[src/rtl/wdm_rot_pkg.sv]
package wdm_rot_pkg;
  // Per-cycle strobes from control to datapath
  typedef struct packed {
    logic txStep;
    logic rxStep;
  } step_t;
endpackage

[src/rtl/wdm_rot_shift.sv]
module wdm_rot_shift #(
  parameter int NUM_CH  = 8,
  parameter int LANE_W  = 8,
  parameter int OFS_W   = 3,
  parameter bit INVERSE = 1'b0
) (
  input  logic [NUM_CH*LANE_W-1:0] dIn,
  input  logic [OFS_W-1:0]         amt,
  output logic [NUM_CH*LANE_W-1:0] dOut
);
  for (genvar j = 0; j < NUM_CH; j++) begin : g_pos
    localparam logic [OFS_W-1:0] POS = OFS_W'(j);
    logic [OFS_W-1:0] srcIdx;
    if (INVERSE) begin : g_inv
      // output lane j reads channel (j + k) mod N
      assign srcIdx = POS + amt;
    end else begin : g_fwd
      // output channel j reads lane (j - k) mod N
      assign srcIdx = POS - amt;
    end
    assign dOut[j*LANE_W +: LANE_W] = dIn[srcIdx*LANE_W +: LANE_W];
  end
endmodule

[src/rtl/wdm_rot_ctrl.sv]
module wdm_rot_ctrl
  import wdm_rot_pkg::*;
#(
  parameter int OFS_W = 3
) (
  input  logic             clk,
  input  logic             rstN,
  input  logic             cfgLoad,
  input  logic [OFS_W-1:0] cfgOffset,
  input  logic             linkEn,
  input  logic             txValidIn,
  input  logic             rxValidIn,
  output step_t            steps,
  output logic [OFS_W-1:0] offset
);
  logic offsetUpd;
  assign offsetUpd = cfgLoad && !linkEn;

  always_ff @(posedge clk) begin
    if (!rstN) offset <= '0;
    else if (offsetUpd) offset <= cfgOffset;
  end

  always_comb begin
    steps.txStep = txValidIn;
    steps.rxStep = rxValidIn;
  end


  load_when_idle_chk: assert property (@(posedge clk) disable iff (!rstN)
    (cfgLoad && !linkEn) |=> (offset == $past(cfgOffset)));

  frozen_when_linked_chk: assert property (@(posedge clk) disable iff (!rstN)
    linkEn |=> $stable(offset));
endmodule

[src/rtl/wdm_rot_dpath.sv]
module wdm_rot_dpath
  import wdm_rot_pkg::*;
#(
  parameter int NUM_CH = 8,
  parameter int LANE_W = 8,
  parameter int OFS_W  = 3
) (
  input  logic                     clk,
  input  logic                     rstN,
  input  step_t                    steps,
  input  logic [OFS_W-1:0]         offset,
  input  logic [NUM_CH*LANE_W-1:0] txLanes,
  input  logic [NUM_CH*LANE_W-1:0] rxChans,
  output logic                     txValidOut,
  output logic [NUM_CH*LANE_W-1:0] txChans,
  output logic                     rxValidOut,
  output logic [NUM_CH*LANE_W-1:0] rxLanes
);
  logic [NUM_CH*LANE_W-1:0] txRot, rxRot;

  wdm_rot_shift #(.NUM_CH(NUM_CH), .LANE_W(LANE_W), .OFS_W(OFS_W), .INVERSE(1'b0))
    uTxShift (.dIn(txLanes), .amt(offset), .dOut(txRot));
  wdm_rot_shift #(.NUM_CH(NUM_CH), .LANE_W(LANE_W), .OFS_W(OFS_W), .INVERSE(1'b1))
    uRxShift (.dIn(rxChans), .amt(offset), .dOut(rxRot));

  always_ff @(posedge clk) begin
    if (!rstN) begin
      txValidOut <= 1'b0;
      rxValidOut <= 1'b0;
      txChans    <= '0;
      rxLanes    <= '0;
    end else begin
      txValidOut <= steps.txStep;
      rxValidOut <= steps.rxStep;
      if (steps.txStep) txChans <= txRot;
      if (steps.rxStep) rxLanes <= rxRot;
    end
  end


  tx_latency_chk: assert property (@(posedge clk) disable iff (!rstN)
    steps.txStep |=> txValidOut);

  rx_latency_chk: assert property (@(posedge clk) disable iff (!rstN)
    !steps.rxStep |=> !rxValidOut);

  tx_hold_chk: assert property (@(posedge clk) disable iff (!rstN)
    !steps.txStep |=> $stable(txChans));

  rx_hold_chk: assert property (@(posedge clk) disable iff (!rstN)
    !steps.rxStep |=> $stable(rxLanes));
endmodule

[src/rtl/wdm_lane_rotator.sv]
module wdm_lane_rotator
  import wdm_rot_pkg::*;
#(
  parameter int NUM_CH = 8,
  parameter int LANE_W = 8
) (
  input  logic                                  clk,
  input  logic                                  rstN,
  input  logic                                  cfgLoad,
  input  logic [$clog2(NUM_CH)-1:0]             cfgOffset,
  input  logic                                  linkEn,
  input  logic                                  txValidIn,
  input  logic [NUM_CH*LANE_W-1:0]              txLanes,
  output logic                                  txValidOut,
  output logic [NUM_CH*LANE_W-1:0]              txChans,
  input  logic                                  rxValidIn,
  input  logic [NUM_CH*LANE_W-1:0]              rxChans,
  output logic                                  rxValidOut,
  output logic [NUM_CH*LANE_W-1:0]              rxLanes
);
  localparam int OFS_W = $clog2(NUM_CH);

  step_t            steps;
  logic [OFS_W-1:0] offset;

  wdm_rot_ctrl #(.OFS_W(OFS_W)) uCtrl (
    .clk(clk), .rstN(rstN), .cfgLoad(cfgLoad), .cfgOffset(cfgOffset),
    .linkEn(linkEn), .txValidIn(txValidIn), .rxValidIn(rxValidIn),
    .steps(steps), .offset(offset)
  );

  wdm_rot_dpath #(.NUM_CH(NUM_CH), .LANE_W(LANE_W), .OFS_W(OFS_W)) uDpath (
    .clk(clk), .rstN(rstN), .steps(steps), .offset(offset),
    .txLanes(txLanes), .rxChans(rxChans),
    .txValidOut(txValidOut), .txChans(txChans),
    .rxValidOut(rxValidOut), .rxLanes(rxLanes)
  );
endmodule

[config.mk]
export PLATFORM = sky130hd
export DESIGN_NAME = wdm_lane_rotator
export DESIGN_NICKNAME = d
export VERILOG_FILES = /design/src/rtl/wdm_rot_pkg.sv /design/src/rtl/wdm_rot_shift.sv /design/src/rtl/wdm_rot_ctrl.sv /design/src/rtl/wdm_rot_dpath.sv /design/src/rtl/wdm_lane_rotator.sv
export SDC_FILE = /design/constraint.sdc
export NUM_CORES = 1
export LEC_CHECK = 0
export BUFFER_PORTS_ARGS = -buffer_cell sky130_fd_sc_hd__buf_2
export CAP_MARGIN = 10
export CORE_MARGIN = 2
export CORE_UTILIZATION = 48
export DETAILED_ROUTE_END_ITERATION = 16
export PLACE_DENSITY = 0.77
export SYNTH_ARGS = -nofsm -noshare
export SYNTH_HDL_FRONTEND = slang
export SYNTH_SLANG_ARGS = --single-unit
[constraint.sdc]
create_clock -name clk -period 2.23 [get_ports clk]
set_input_delay 0.1115 -clock clk [delete_from_list [all_inputs] [get_ports clk]]
set_output_delay 0.1115 -clock clk [all_outputs]
set_load 0.02 [all_outputs]
==> impl_metrics.yaml, run 1 <==
grt:
  grt_overflow: 0
  grt_pass1_vias: 8163
  track_usage_pct: 29.5
  grt_max_degree: 78
  grt_first_pass_wirelength_um: 46400
  antenna_found_initial: 15
floorplan:
  die_area_um2: 20600
  start_util_pct: 48.5
  fp-row-count: 51
  ios: 267
  die_h_um: 144
  die_w_um: 144
  core_area_um2: 19300
clock_network:
  clockBufferDepth: 2
  path_clk_slew_ns: 0.06
  cts_tree: "built"
  cts_root_buffer: "clkbuf_16"
  insertion_delay_ns: 0.43
  htreeDepth: 4
  cts_sinks: 133
  post-cts-setup-buffers: 0
  numCtsBuffers: 17
logic_synthesis:
  synth.avg_cell_area_um2: 10.5
  synthTopCellsByArea: "mux4_2 31%, dfxtp_1 28%, mux2i_1 14%"
  ys_warn_count: 0
  synthCells: 888
  synth_top_area_cell: "mux4_2"
  yosysSeqAreaShare_pct: 28.5
  syn-num-nets: 1027
  synth.ff_latch_count: 133
  synth_top_area_share_pct: 30.8
  syn_area_um2: 9350
  ys_types: 21
pwr:
  power_leakage_nw: 4.47
  peakVddDrop_mv: 0.577
  powerDensity_nw_per_um2: 688
sta:
  tns_ns: 0
  slew_headroom_pct: 59.4
  rsz0062_at_grt: "false"
  max_freq_mhz: 527
  post-route-period-util_pct: 85.1
  finalSetupViolations: 0
  hold_viol: 0
  fin_ws_ns: 0.333
  post-route-min-period_ns: 1.90
  worst_pin_slew_ns: 0.609
  drv_slew: 0
  finClkSkew_ns: 0.00882
drt:
  routed_wl_um: 30600
  vias: 8902
  antenna_left: 0
  vias_per_cell: 6.39
  initialDrtViolationCount: 1090
  drtPass1Iterations: 5
  drc_errors: 0
  wire_per_inst_um: 22.0
placed_design:
  dp_slack_ns: 0.369
  postPlaceCellArea_um2: 10800
  numPortBuffers: 266
  dp_hpwl_um: 21800
  finalWeightedCongestion: 0.935
hold_path:
  hp-class: "in2reg"
setup_path:
  crit_type: "reg2reg"
  slowest_stage: "mux4_2"
  crit_chain: "inv_1 > ha_4 > buf_12 > mux4_2 > nand2_1 > a31oi_1"
  cp_max_fo: 30
  crit_buf_inv: 2
  critPathMaxStageDelay_ns: 0.58
  worstPathRequired_ns: 2.53
  crit_arrival_ns: 2.20
  crit_family: "multiplexers"
  cp-start-kind: "flip-flop"
  endpoint_kind: "flip-flop"
finish:
  syn_to_final_growth_pct: 23.2
  layout-drive-gt1-share_pct: 40.8
  final_area_um2: 11500
  nets: 1236
status:
  status: "completed"
run:
  max_cap_viol_count: 0
## kinds of logic (layout without fill, tap and decap cells)
group | Yosys count | after routing | synth area share (%)
muxes | 259 | 259 | 44.9
xor gates and xnor gates | 4 | 4 | 0.455
and+or+nand+nor | 134 | 134 | 5.54
other | 0 | 18 | 0
adders and majority gates | 2 | 2 | 0.268
AOI/OAI and AO/OA | 256 | 256 | 14.6
DFF | 133 | 133 | 28.5
buffers and inverters | 100 | 322 | 5.80
## metrics by stage
step / instances / power, W / hold slack (ns) / util [%]
after global placement: 1340 / 0.00489 / 0.384 / 56.1
after CTS: 1375 / 0.00791 / 0.0753 / 59.5
after detailed placement: 1340 / 0.00493 / 0.385 / 56.1
final: 1393 / 0.00792 / 0.0892 / 59.7
after floorplan: 888 / 0.00421 / 0.281 / -
after global routing: 1389 / 0.00822 / 0.124 / 59.7
## path summary, 6_finish.rpt
| check | start | cells after the start | slack [ns] | to |
|---|---|---|---|---|
| max | uCtrl.offset[1]$_SDFFE_PN0P_ | 6 | 0.33 | uDpath.txChans[20]$_SDFFE_PN0P_ |
| min | linkEn | 4 | 0.09 | uCtrl.offset[2]$_SDFFE_PN0P_ |
| max reg2reg | uCtrl.offset[1]$_SDFFE_PN0P_ | 6 | 0.33 | uDpath.txChans[20]$_SDFFE_PN0P_ |
| min reg2reg | uDpath.rxLanes[35]$_SDFFE_PN0P_ | 2 | 0.52 | uDpath.rxLanes[35]$_SDFFE_PN0P_ |
## power by group
part | leakage [nW] | switching (W) | internal, W
logic | 3.06 | 0.00128 | 0.000959
registers | 1.11 | 0.000113 | 0.00258
clock network | 0.304 | 0.00113 | 0.00185
total | 4.47 | 0.00253 | 0.00539
## cell usage after synthesis
cell	instances
xor2_1	1
inv_1	1
nand2_1	128
buf_2	24
xor2_2	1
nor2b_1	4
mux4_2	128
a21oi_1	64
dfxtp_1	133
xnor2_1	2
buf_4	11
inv_2	1
buf_12	1
ha_1	2
and2_1	2
clkbuf_1	52
buf_8	1
a31oi_1	64
buf_6	9
o21ai_0	128
mux2i_1	131
## worst reg2reg max path, delay by kind of cell, from the launching register on
| kind | cells | cell delay [ns] |
|---|---|---|
| flops | 1 | 0.38 |
| mux | 1 | 0.60 |
| buf+inv | 2 | 0.30 |
| fa+ha+maj | 1 | 0.30 |
| compound gates | 1 | 0.09 |
| simple gates | 1 | 0.11 |
## repair_timing
action,CTS,global route
hold buffers,3,0
gates resized for setup,0,0
endpoints found under the hold margin,3,0
## metal layers
layer | up-vias | track usage (%) | share of wire (%)
li1 | 3896 | - | -
met1 | 4258 | 44.3 | 42
met2 | 637 | 39.7 | 42
met3 | 111 | 7.60 | 11
met4 | 0 | 13.2 | 4.8
met5 | - | 0 | 0
## registers in the layout (all words and copies together) (netlist names)
| signal | cells |
|---|---|
| uDpath.rxLanes | 64 |
| uDpath.txChans | 64 |
| uCtrl.offset | 3 |
| uDpath.rxValidOut | 1 |
| uDpath.txValidOut | 1 |
## cell usage in the layout (no fill, tap or decap), types with 3 or more instances in the layout
cell,n
buf_2,263
mux2i_1,131
dfxtp_1,130
mux4_2,128
nand2_1,128
o21ai_0,128
a31oi_1,64
a21oi_1,64
diode_2,18
clkbuf_16,17
buf_12,12
buf_4,10
nor2b_1,4
clkinv_2,3
bufinv_16,3
clkbuf_8,3
dlygate4sd3_1,3
dfxtp_4,3
## cell type report
class | instances | area (um^2)
multi-input cells | 655 | 6180
fillers | 1663 | 7760
repair buffers | 288 | 1660
well taps | 265 | 332
clock inverters | 11 | 148
flip-flops and latches | 133 | 2670
inverters | 2 | 7.51
diodes | 18 | 45.0
clock buffers | 21 | 470
(Power assumes the default switching activity.)
==> run 2: changes to the inputs <==
--- a/config.mk
+++ b/config.mk
@@ -8,9 +8,9 @@
 export BUFFER_PORTS_ARGS = -buffer_cell sky130_fd_sc_hd__buf_2
 export CAP_MARGIN = 10
 export CORE_MARGIN = 2
-export CORE_UTILIZATION = 48
+export CORE_UTILIZATION = 43
 export DETAILED_ROUTE_END_ITERATION = 16
-export PLACE_DENSITY = 0.77
+export PLACE_DENSITY = 0.7
 export SYNTH_ARGS = -nofsm -noshare
 export SYNTH_HDL_FRONTEND = slang
 export SYNTH_SLANG_ARGS = --single-unit
==> run 2 against run 1 <==
Against the previous run:
- maximum frequency fell by 8.2%
- clock-buffer cell count rose by 3
- clock skew rose by 0.0019 ns
- global-route usage fell by 2.3 points
- sequential power barely moved
- total power fell by 1.0%
- non-clock buffer count rose by 11
- sequential share of layout area fell by 0.071 points
- critical path depth fell by 1
==> impl_metrics.yaml, run 2 (same netlist as run 1, synthesis figures left out) <==
placed_design:
  numPortBuffers: 266
  dp_slack_ns: 0.215
  dp_hpwl_um: 22900
  finalWeightedCongestion: 0.942
pwr:
  p_seq_share_pct: 34.4
  switching_share_pct: 31.8
  power.switching_w: 0.00249
  peakVddDrop_mv: 0.466
  p_clk_share_pct: 36.8
  powerDensity_nw_per_um2: 679
  p_comb_share_pct: 28.7
  intPower_w: 0.00535
  power_leakage_nw: 4.51
finish:
  layout-drive-gt1-share_pct: 41.2
  multi_input_area_um2: 6180
  fillers: 1906
  syn_to_final_growth_pct: 23.6
  final_common_cell: "buf_2"
  nets: 1247
  regArea_um2: 2670
  top_regs: "uDpath.rxLanes (64), uDpath.txChans (64), uCtrl.offset (3)"
  layout_common_cells: "263 x buf_2, 131 x mux2i_1, 130 x dfxtp_1"
run:
  max_cap_viol_count: 0
clock_network:
  numCtsBuffers: 17
  htreeDepth: 4
  cts_tree: "built"
  cts_sinks: 133
  insertion_delay_ns: 0.42
  cts_resized: 0
  path_clk_slew_ns: 0.06
  cts_hold_buffers: 3
  clockBufferDepth: 2
  cts_root_buffer: "clkbuf_16"
  post-cts-setup-buffers: 0
drt:
  initialDrtViolationCount: 822
  wirelength_met1_um: 14000
  wire_per_inst_um: 22.2
  wl_met2_um: 13600
  drc_errors: 0
  top_layer: "met4"
  vias_per_cell: 6.13
  met3RoutedLength_um: 2670
  routed_wl_um: 31200
  drtPass1Iterations: 5
  antenna_left: 0
  vias: 8632
setup_path:
  r2r_slack_ns: 0.16
  endpoint_kind: "flip-flop"
  cp_max_fo: 56
  slowest_stage: "mux4_2"
  crit_type: "reg2reg"
  crit_chain: "buf_12 > buf_4 > mux2i_1 > mux4_2 > a21oi_1"
  worstPathRequired_ns: 2.58
  crit_arrival_ns: 2.42
  cp-start-kind: "flip-flop"
  crit-reg2reg-launch: "uCtrl.offset[1]$_SDFFE_PN0P_"
  rr_endpoint: "uDpath.txChans[25]$_SDFFE_PN0P_"
  reg2reg_depth: 5
  critPathMaxStageDelay_ns: 0.50
floorplan:
  core_area_um2: 21200
  start_util_pct: 44.2
  ios: 267
  fp-row-count: 53
  die_h_um: 151
  die_w_um: 151
  die_area_um2: 22900
sta:
  tns_ns: 0
  max_freq_mhz: 484
  finalSetupViolations: 0
  rsz0062_at_grt: "false"
  post-route-min-period_ns: 2.07
  drv_slew: 0
  worst_pin_slew_ns: 0.611
  post-route-period-util_pct: 92.6
  finClkSkew_ns: 0.0107
  slew_headroom_pct: 59.3
  fin_ws_ns: 0.165
  hold_viol: 0
grt:
  track_usage_pct: 27.2
  grt_max_degree: 68
  grt_first_pass_wirelength_um: 47000
  grt_overflow: 0
  antenna_found_initial: 12
  grt_pass1_vias: 7896
hold_path:
  hold_depth: 4
  worstHoldStart: "linkEn"
  hp-class: "in2reg"
  min_to: "uCtrl.offset[2]$_SDFFE_PN0P_"
status:
  status: "completed"
==> run 2: changes by cell type in the layout (fill, tap and decap cells not counted), sizes merged <==
cell | previous run | this run
buf | 285 | 296
bufinv | 3 | 2
clkbuf | 21 | 24
clkinv | 5 | 4
clkinvlp | 1 | 2
diode | 18 | 12
inv | 4 | 2
==> run 2: routing by layer <==
metal,vias to the layer above,track usage [%]
met4,0,10.1
met3,68,5.84
met2,437,37.8
li1,3897,-
met5,-,0
met1,4230,41.3
==> run 2: final cells by class <==
class / count / share of cell area [%]
antenna: 12 / 0.260
clock buffer: 24 / 4.36
clock inverter: 8 / 0.823
inverter: 2 / 0.0650
multi-input combinational: 655 / 53.5
sequential: 133 / 23.2
tap: 275 / 2.98
timing repair buffer: 299 / 14.9
==> run 2: power by group through the flow <==
| stage | Sequential (W) | Combinational (W) | Clock (W) |
|---|---|---|---|
| 6_report | 0.00270 | 0.00225 | 0.00289 |
| 5_1_grt | 0.00272 | 0.00242 | 0.00302 |
| 4_1_cts | 0.00270 | 0.00223 | 0.00291 |
| 3_5_place_dp | 0.00274 | 0.00222 | 0 |
| 3_3_place_gp | 0.00274 | 0.00219 | 0 |
| 2_1_floorplan | 0.00297 | 0.00124 | 0 |
==> run 2: how the worst max path moves through the flow <==
stage / start / to / slack [ns]
after floorplan: uCtrl.offset[0]$_SDFFE_PN0P_ / uDpath.txChans[20]$_SDFFE_PN0P_ / 0.004
after global placement: uCtrl.offset[1]$_SDFFE_PN0P_ / uDpath.txChans[9]$_SDFFE_PN0P_ / 0.29
after detailed placement: uCtrl.offset[1]$_SDFFE_PN0P_ / uDpath.txChans[25]$_SDFFE_PN0P_ / 0.22
after CTS: uCtrl.offset[1]$_SDFFE_PN0P_ / uDpath.txChans[25]$_SDFFE_PN0P_ / 0.21
after global routing: uCtrl.offset[1]$_SDFFE_PN0P_ / uDpath.rxLanes[19]$_SDFFE_PN0P_ / 0.09
final: uCtrl.offset[1]$_SDFFE_PN0P_ / uDpath.txChans[25]$_SDFFE_PN0P_ / 0.16
==> run 2: worst max-delay path: cells and delay by family, from the launching register on <==
| kind | cells | cell delay, ns |
|---|---|---|
| AOI/OAI and AO/OA | 1 | 0.18 |
| buffers and inverters | 2 | 0.74 |
| DFF | 1 | 0.35 |
| muxes | 2 | 0.65 |
==> run 2: through the flow <==
step | area, um^2 | util (%) | hold WS, ns | std cells | power [W]
after floorplan | 9380 | - | 0.281 | 888 | 0.00421
after global placement | 10900 | 51.5 | 0.372 | 1361 | 0.00493
after detailed placement | 10900 | 51.5 | 0.384 | 1361 | 0.00496
after CTS | 11500 | 54.5 | 0.0842 | 1396 | 0.00784
after global routing | 11500 | 54.6 | 0.101 | 1408 | 0.00816
final | 11500 | 54.6 | 0.0962 | 1408 | 0.00784
